**src/rtl/pv_pkg.sv**
```systemverilog
package pv_pkg;
  typedef enum logic {
    TBL_PRI = 1'b0,
    TBL_COL = 1'b1
  } tbl_sel_e;
endpackage

```
**src/rtl/pv_fifo.sv**
```systemverilog
module pv_fifo #(
  parameter int W     = 8,
  parameter int DEPTH = 4
) (
  input  logic         clk_i,
  input  logic         rst_ni,
  input  logic         push_i,
  input  logic [W-1:0] din_i,
  input  logic         pop_i,
  output logic [W-1:0] dout_o,
  output logic         full_o,
  output logic         empty_o
);
  localparam int AW = (DEPTH > 1) ? $clog2(DEPTH) : 1;
  localparam int CW = $clog2(DEPTH + 1);

  logic [W-1:0]  mem [DEPTH];
  logic [AW-1:0] wp_q, rp_q;
  logic [CW-1:0] cnt_q;
  logic          do_push, do_pop;

  function automatic logic [AW-1:0] nxt(input logic [AW-1:0] p);
    return (p == AW'(DEPTH - 1)) ? '0 : p + 1'b1;
  endfunction

  assign full_o  = (cnt_q == CW'(DEPTH));
  assign empty_o = (cnt_q == '0);
  assign do_push = push_i & ~full_o;
  assign do_pop  = pop_i & ~empty_o;
  assign dout_o  = mem[rp_q];

  always_ff @(posedge clk_i or negedge rst_ni) begin
    if (!rst_ni) begin
      wp_q  <= '0;
      rp_q  <= '0;
      cnt_q <= '0;
    end else begin
      if (do_push) wp_q <= nxt(wp_q);
      if (do_pop)  rp_q <= nxt(rp_q);
      cnt_q <= cnt_q + CW'(do_push) - CW'(do_pop);
    end
  end

  always_ff @(posedge clk_i) begin
    if (do_push) mem[wp_q] <= din_i;
  end
endmodule

```
**src/rtl/pv_rr_arb.sv**
```systemverilog
module pv_rr_arb #(
  parameter int N  = 3,
  parameter int IW = (N > 1) ? $clog2(N) : 1
) (
  input  logic          clk_i,
  input  logic          rst_ni,
  input  logic [N-1:0]  req_i,
  output logic [N-1:0]  gnt_o,
  output logic [IW-1:0] idx_o
);
  logic [IW-1:0] last_q;
  logic          found;

  always_comb begin
    gnt_o = '0;
    idx_o = '0;
    found = 1'b0;
    for (int k = 1; k <= N; k++) begin
      int c;
      c = (int'(last_q) + k) % N;
      if (!found && req_i[c]) begin
        gnt_o[c] = 1'b1;
        idx_o    = IW'(c);
        found    = 1'b1;
      end
    end
  end

  // reset points at the top index so unit 0 wins first
  always_ff @(posedge clk_i or negedge rst_ni) begin
    if (!rst_ni)     last_q <= IW'(N - 1);
    else if (|req_i) last_q <= idx_o;
  end
endmodule

```
**src/rtl/pv_hash.sv**
```systemverilog
module pv_hash #(
  parameter int M  = 3,
  parameter int SW = 10,
  parameter int HW = 2,
  parameter int AW = 3
) (
  input  logic [M*SW-1:0] tuple_i,
  input  logic [HW-1:0]   hsel_i,
  output logic [AW-1:0]   addr_o
);
  logic [SW-1:0] acc;
  int            rot;

  always_comb begin
    rot = int'(hsel_i) % M;
    acc = tuple_i[rot*SW +: SW];
    for (int k = 1; k < M; k++) begin
      if (k % 2 == 1) acc = acc + tuple_i[((k + rot) % M)*SW +: SW];
      else            acc = acc ^ tuple_i[((k + rot) % M)*SW +: SW];
    end
    addr_o = '0;
    for (int i = 0; i < SW; i++) addr_o[i % AW] = addr_o[i % AW] ^ acc[i];
  end
endmodule

```
**src/rtl/pv_table.sv**
```systemverilog
module pv_table #(
  parameter int DEPTH = 16,
  parameter int W     = 30,
  parameter int AW    = $clog2(DEPTH)
) (
  input  logic          clk_i,
  input  logic          rst_ni,
  input  logic          we_i,
  input  logic [AW-1:0] waddr_i,
  input  logic          wvalid_i,
  input  logic [W-1:0]  wdata_i,
  input  logic [AW-1:0] raddr_i,
  output logic          rvalid_o,
  output logic [W-1:0]  rdata_o
);
  logic [DEPTH-1:0] vld_q;
  logic [W-1:0]     mem [DEPTH];

  always_ff @(posedge clk_i or negedge rst_ni) begin
    if (!rst_ni) begin
      vld_q    <= '0;
      rvalid_o <= 1'b0;
    end else begin
      rvalid_o <= vld_q[raddr_i];
      if (we_i) vld_q[waddr_i] <= wvalid_i;
    end
  end

  // read samples pre-write contents on a same-slot collision
  always_ff @(posedge clk_i) begin
    rdata_o <= mem[raddr_i];
    if (we_i) mem[waddr_i] <= wdata_i;
  end
endmodule

```
**src/rtl/pv_verify.sv**
```systemverilog
module pv_verify
  import pv_pkg::*;
#(
  parameter int NUM_UNITS  = 3,
  parameter int NUM_W      = 3,
  parameter int SUM_W      = 10,
  parameter int PT_DEPTH   = 16,
  parameter int CT_DEPTH   = 8,
  parameter int FIFO_DEPTH = 4,
  parameter int HSEL_W     = 2,
  localparam int TUP_W     = NUM_W * SUM_W,
  localparam int PAW       = $clog2(PT_DEPTH),
  localparam int CAW       = $clog2(CT_DEPTH),
  localparam int UIW       = (NUM_UNITS > 1) ? $clog2(NUM_UNITS) : 1
) (
  input  logic                          clk_i,
  input  logic                          rst_ni,
  input  logic [NUM_UNITS-1:0]          cand_valid_i,
  output logic [NUM_UNITS-1:0]          cand_ready_o,
  input  logic [NUM_UNITS*TUP_W-1:0]    cand_tuple_i,
  input  logic [NUM_UNITS*PAW-1:0]      cand_base_i,
  input  logic [NUM_UNITS*PAW-1:0]      cand_off_i,
  input  logic [NUM_UNITS*HSEL_W-1:0]   cand_hsel_i,
  input  logic                          hw_en_i,
  input  logic                          hw_tbl_i,
  input  logic [PAW-1:0]                hw_addr_i,
  input  logic                          hw_valid_i,
  input  logic [TUP_W-1:0]              hw_tuple_i,
  output logic                          res_valid_o,
  output logic                          res_hit_o,
  output logic                          res_coll_o,
  output logic [UIW-1:0]                res_unit_o
);
  localparam int ENT_W = HSEL_W + PAW + TUP_W;

  logic [ENT_W-1:0]     ent_in [NUM_UNITS];
  logic [ENT_W-1:0]     head   [NUM_UNITS];
  logic [NUM_UNITS-1:0] fifo_full, fifo_empty, fifo_req, gnt;
  logic [UIW-1:0]       gnt_idx;

  for (genvar u = 0; u < NUM_UNITS; u++) begin : g_unit
    logic [PAW-1:0] slot;
    // PAW-bit add wraps modulo PT_DEPTH
    assign slot = cand_base_i[u*PAW +: PAW] + cand_off_i[u*PAW +: PAW];
    assign ent_in[u] = {cand_hsel_i[u*HSEL_W +: HSEL_W], slot,
                        cand_tuple_i[u*TUP_W +: TUP_W]};
    assign cand_ready_o[u] = ~fifo_full[u];
    assign fifo_req[u]     = ~fifo_empty[u];

    pv_fifo #(.W(ENT_W), .DEPTH(FIFO_DEPTH)) u_fifo (
      .clk_i   (clk_i),
      .rst_ni  (rst_ni),
      .push_i  (cand_valid_i[u] & ~fifo_full[u]),
      .din_i   (ent_in[u]),
      .pop_i   (gnt[u]),
      .dout_o  (head[u]),
      .full_o  (fifo_full[u]),
      .empty_o (fifo_empty[u])
    );
  end

  pv_rr_arb #(.N(NUM_UNITS), .IW(UIW)) u_arb (
    .clk_i  (clk_i),
    .rst_ni (rst_ni),
    .req_i  (fifo_req),
    .gnt_o  (gnt),
    .idx_o  (gnt_idx)
  );

  logic [ENT_W-1:0]  sel_ent;
  logic [TUP_W-1:0]  sel_tuple;
  logic [PAW-1:0]    sel_slot;
  logic [HSEL_W-1:0] sel_hsel;
  logic [CAW-1:0]    col_raddr;

  assign sel_ent   = head[gnt_idx];
  assign sel_tuple = sel_ent[TUP_W-1:0];
  assign sel_slot  = sel_ent[TUP_W +: PAW];
  assign sel_hsel  = sel_ent[TUP_W+PAW +: HSEL_W];

  pv_hash #(.M(NUM_W), .SW(SUM_W), .HW(HSEL_W), .AW(CAW)) u_hash (
    .tuple_i (sel_tuple),
    .hsel_i  (sel_hsel),
    .addr_o  (col_raddr)
  );

  logic             pri_we, col_we, pri_rv, col_rv;
  logic [TUP_W-1:0] pri_rd, col_rd;

  assign pri_we = hw_en_i && (tbl_sel_e'(hw_tbl_i) == TBL_PRI);
  assign col_we = hw_en_i && (tbl_sel_e'(hw_tbl_i) == TBL_COL);

  pv_table #(.DEPTH(PT_DEPTH), .W(TUP_W), .AW(PAW)) u_pri (
    .clk_i    (clk_i),
    .rst_ni   (rst_ni),
    .we_i     (pri_we),
    .waddr_i  (hw_addr_i),
    .wvalid_i (hw_valid_i),
    .wdata_i  (hw_tuple_i),
    .raddr_i  (sel_slot),
    .rvalid_o (pri_rv),
    .rdata_o  (pri_rd)
  );

  pv_table #(.DEPTH(CT_DEPTH), .W(TUP_W), .AW(CAW)) u_col (
    .clk_i    (clk_i),
    .rst_ni   (rst_ni),
    .we_i     (col_we),
    .waddr_i  (hw_addr_i[CAW-1:0]),
    .wvalid_i (hw_valid_i),
    .wdata_i  (hw_tuple_i),
    .raddr_i  (col_raddr),
    .rvalid_o (col_rv),
    .rdata_o  (col_rd)
  );

  logic             s1_valid;
  logic [TUP_W-1:0] s1_tuple;
  logic [UIW-1:0]   s1_unit;

  always_ff @(posedge clk_i or negedge rst_ni) begin
    if (!rst_ni) begin
      s1_valid <= 1'b0;
      s1_tuple <= '0;
      s1_unit  <= '0;
    end else begin
      s1_valid <= |gnt;
      s1_tuple <= sel_tuple;
      s1_unit  <= gnt_idx;
    end
  end

  logic nz, pri_hit, col_hit;
  assign nz      = |s1_tuple;
  assign pri_hit = pri_rv && (pri_rd == s1_tuple) && nz;
  assign col_hit = col_rv && (col_rd == s1_tuple) && nz;

  always_ff @(posedge clk_i or negedge rst_ni) begin
    if (!rst_ni) begin
      res_valid_o <= 1'b0;
      res_hit_o   <= 1'b0;
      res_coll_o  <= 1'b0;
      res_unit_o  <= '0;
    end else begin
      res_valid_o <= s1_valid;
      res_hit_o   <= s1_valid && (pri_hit || col_hit);
      res_coll_o  <= s1_valid && !pri_hit && col_hit;
      res_unit_o  <= s1_unit;
    end
  end
endmodule

```
**config.mk**
```make
export PLATFORM = sky130hd
export DESIGN_NAME = pv_verify
export DESIGN_NICKNAME = d
export VERILOG_FILES = /design/src/rtl/pv_pkg.sv /design/src/rtl/pv_fifo.sv /design/src/rtl/pv_rr_arb.sv /design/src/rtl/pv_hash.sv /design/src/rtl/pv_table.sv /design/src/rtl/pv_verify.sv
export SDC_FILE = /design/constraint.sdc
export NUM_CORES = 1
export LEC_CHECK = 0
export BUFFER_PORTS_ARGS = -buffer_cell sky130_fd_sc_hd__buf_2
export CAP_MARGIN = 25
export CELL_PAD_IN_SITES_DETAIL_PLACEMENT = 1
export CELL_PAD_IN_SITES_GLOBAL_PLACEMENT = 1
export CORE_MARGIN = 2
export CORE_UTILIZATION = 25
export DETAILED_ROUTE_END_ITERATION = 10
export PLACE_DENSITY = 0.4
export SLEW_MARGIN = 40
export SYNTH_ARGS = -nofsm -noshare
export SYNTH_HDL_FRONTEND = slang
export SYNTH_SLANG_ARGS = --single-unit
```
**constraint.sdc**
```tcl
create_clock -name clk_i -period 20.1 [get_ports clk_i]
set_input_delay 3.015 -clock clk_i [delete_from_list [all_inputs] [get_ports clk_i]]
set_output_delay 3.015 -clock clk_i [all_outputs]
set_load 0.05 [all_outputs]
```
==> impl_results.md <==
- DIE AREA: 211,800 µm²
- Core ar.: 207,100 µm²
- Tot GR Track Use: 13.83%
- Buf/Inv on CP: 7
- CTS Buf Count: 151
- Reg area: 37,980 µm²
- FMAX: 102.9 MHz
- Worst Hold Launch: s1_unit[0]$_DFF_PN0_
- Crit path kind: reg -> reg
- Residual DRC: 0
- RSZ-0062 raised after global routing: no
- Mapped Nets: 2,915
- CTS tree: done
- R2r startpoint: u_arb.last_q[0]$_DFFE_PN0P_
- Final Max Slew Viols: 0
- Global-route wire length before repair: 210,300 µm
- Cell Area, Synth: 52,040 µm²
- WHS Endpoint: res_unit_o[0]$_DFF_PN0_
- Critical Path Fanout Max: 40
- Initial antenna violation count: 33
- Final WS setup: 10,380 ps
- Setup Fix Bufs, Post-CTS: 0
- CP Launch Type: register
- Final setup viols: 0
- Routed wire length: 145,200 µm
- Htree depth: 4
- Clk sink count: 1,299
- Slew @ Worst Pin: 897.4 ps
- Multi-input logic area: 13,560 µm²
- CTS Buffer Depth: 3
- Die W: 460.2 µm
- Layout area overhead: 17.66%
- Critical path required time: 20,740 ps
- Top cell type's share of synthesized area: 66.48%
- TNS Setup: 0 ps
- Routability Congestion: 0.8019
- Root buffer cell: clkbuf_16
- DRT Pass-1 Iters: 5
- Nets: 3,173
- Crit path capture type: register
- Yosys cell types: 81
- Max_slew headroom: 40.18%
- # hold bufs at CTS: 0
- Synth Flop Type: edfxtp_1
- Final-report hold violation count: 0
- Worst hold stages: 0
- FF-to-FF path depth: 35
- Arrival time worst endpoint: 10,360 ps
- Ports: 170
- YS warnings: 0
- Fillers: 21,080
- I/O Buffers: 169
- Clock Skew: 26.43 ps
- Worst reg2reg endpoint: u_col.rdata_o[28]$_DFF_P_
- Initial Util: 25.13%
- Met2 usage: 23.56%
- Max-cap violation count: 0
- Die height: 460.2 µm
- Post-synthesis sequential area ratio: 72.97%
- Busiest grt layer: met2
- Clock Pin Slew Worst Setup and Hold Paths: 60 ps
- Hold WC Path Type: reg -> reg
- Synth area leaders: edfxtp_1 (66%), mux4_2 (10%), mux2i_1 (4.7%), dfrtp_1 (4.1%), dfxtp_1 (2.3%)
- Worst path slowest cell: buf_4
- Reg-to-reg slack, setup: 10,380 ps
- CP top delay family: compound AO/OA/AOI/OAI gates
- Area leader, netlist: edfxtp_1
- Syn_area_per_cell: 19.31 µm²
- DRT iter0 DRCs: 1,523
- Vias post-DR: 25,550
- M1 GR Usage: 17.73%
- Site Rows: 167
- Dpl ws: 10,210 ps
- Largest net degree at the start of global routing: 68
- Met3 Use GR: 3.278%
- Worst-Skew Late Latency: 770 ps
- Antenna viol nets, final: 0
- # resized after CTS: 0
- GRT overflow: 0
- Number of enable flip-flop cells after synthesis: 1,152
- Final Cycle Share: 48.37%
- Fraction of layout cells with a size suffix above 1: 27.32%
- Fin crit period: 9723 ps
- List of most frequent post-synthesis cells: edfxtp_1 (1,152), mux2i_1 (245), mux4_2 (232), nand2_1 (123), mux2_2 (89)
- Via density: 4.356
- Post-Synthesis Cells: 2,695
- Post-synthesis register bit count: 1,299
- Vias in the first global route: 28,690
- Most common cell in the netlist: edfxtp_1
- HPWL Detailed: 92,850 µm
- Status: finished, final reports clean
- Ys async rst share: 6.697%
- Detailed-route wire length per cell: 24.75 µm
- Max stage delay on crit path: 700 ps
placed cells by master, fill, tap and decap left out, types with 6 or more instances in the layout:
cell type and n:
and3_4 12, mux2i_1 245, xnor2_1 56, nor4_1 17
a22oi_1 8, dfrtp_1 83, nor2_1 47, inv_1 49
o21ai_1 7, o21ai_0 55, a31oi_2 6, mux2_2 89
nand2_1 123, clkbuf_8 7, nor2b_1 9, buf_2 168
nor3_1 11, nand3_1 10, clkinv_1 27, nor3_2 8
xor2_1 50, a21oi_1 32, clkinv_2 26, a21o_1 17
nand4_1 10, o22ai_1 10, fa_1 9, nand2b_1 11
ha_1 48, buf_4 47, clkbuf_1 35, diode_2 7
mux4_2 232, nor2_4 18, edfxtp_1 1152, dfxtp_1 60
clkbuf_16 155
routing by layer:
metal | vias up | part of all wire, %
met2 | 424 | 50
met5 | - | 0.21
met4 | 50 | 1.9
met3 | 224 | 4.4
li1 | 11240 | -
met1 | 13610 | 44
final cells by class:
class	instances	area share, %
Sequential cell	1299	62.03
Multi-Input combinational cell	1226	22.15
Clock buffer	197	6.707
Tap cell	2788	5.697
Timing Repair Buffer	223	2.123
Clock inverter	74	0.9441
Inverter	52	0.3270
Antenna cell	7	0.02861
worst max-delay path by stage:
stage	start	to	slack, ps	cells after the start
after floorplan	u_arb.last_q[1]$_DFFE_PN1P_	u_col.rvalid_o$_DFF_PN0_	10840	42
after global placement	u_arb.last_q[1]$_DFFE_PN1P_	u_col.rdata_o[28]$_DFF_P_	10450	33
after detailed placement	u_arb.last_q[0]$_DFFE_PN0P_	u_col.rdata_o[28]$_DFF_P_	10210	32
after CTS	u_arb.last_q[0]$_DFFE_PN0P_	u_col.rdata_o[28]$_DFF_P_	10130	32
after global routing	u_arb.last_q[0]$_DFFE_PN0P_	u_col.rdata_o[28]$_DFF_P_	9700	35
final	u_arb.last_q[0]$_DFFE_PN0P_	u_col.rdata_o[28]$_DFF_P_	10380	35
through the flow:
stage | hold WS [ps] | cells | util [%] | instance area [µm²]
floorplan | 331.2 | 2695 | - | 52040
global placement | 346.1 | 5586 | 27.23 | 56390
detailed placement | 356.9 | 5588 | 27.29 | 56510
CTS | 369.3 | 5859 | 29.55 | 61190
global route | 377.4 | 5859 | 29.56 | 61210
finish | 365.9 | 5866 | 29.57 | 61230
cell families (layout without fill, tap and decap cells):
| group | count (synthesis) | count (layout) | synth area share, % |
|---|---|---|---|
| AOI/OAI and AO/OA | 182 | 182 | 2.342 |
| muxes | 570 | 570 | 16.79 |
| other | 0 | 7 | 0 |
| and+or+nand+nor | 307 | 307 | 2.842 |
| xor gates and xnor gates | 109 | 109 | 1.924 |
| adders and majority gates | 58 | 58 | 1.524 |
| buffers and inverters | 170 | 546 | 1.611 |
| DFF | 1299 | 1299 | 72.97 |
flip-flops by register name, summed over array words and instances (netlist names):
register / cells
u_pri.mem: 480
g_unit.u_fifo.mem: 432
u_col.mem: 240
s1_tuple: 30
u_col.rdata_o: 30
u_pri.rdata_o: 30
u_pri.vld_q: 16
g_unit.u_fifo.cnt_q: 9
u_col.vld_q: 8
g_unit.u_fifo.rp_q: 6
g_unit.u_fifo.wp_q: 6
res_unit_o: 2
s1_unit: 2
u_arb.last_q: 2
res_coll_o: 1
res_hit_o: 1
res_valid_o: 1
s1_valid: 1
u_col.rvalid_o: 1
u_pri.rvalid_o: 1
Power is not shown: default switching activity piles up to over one toggle a cycle in this logic, so the estimate is an artifact.
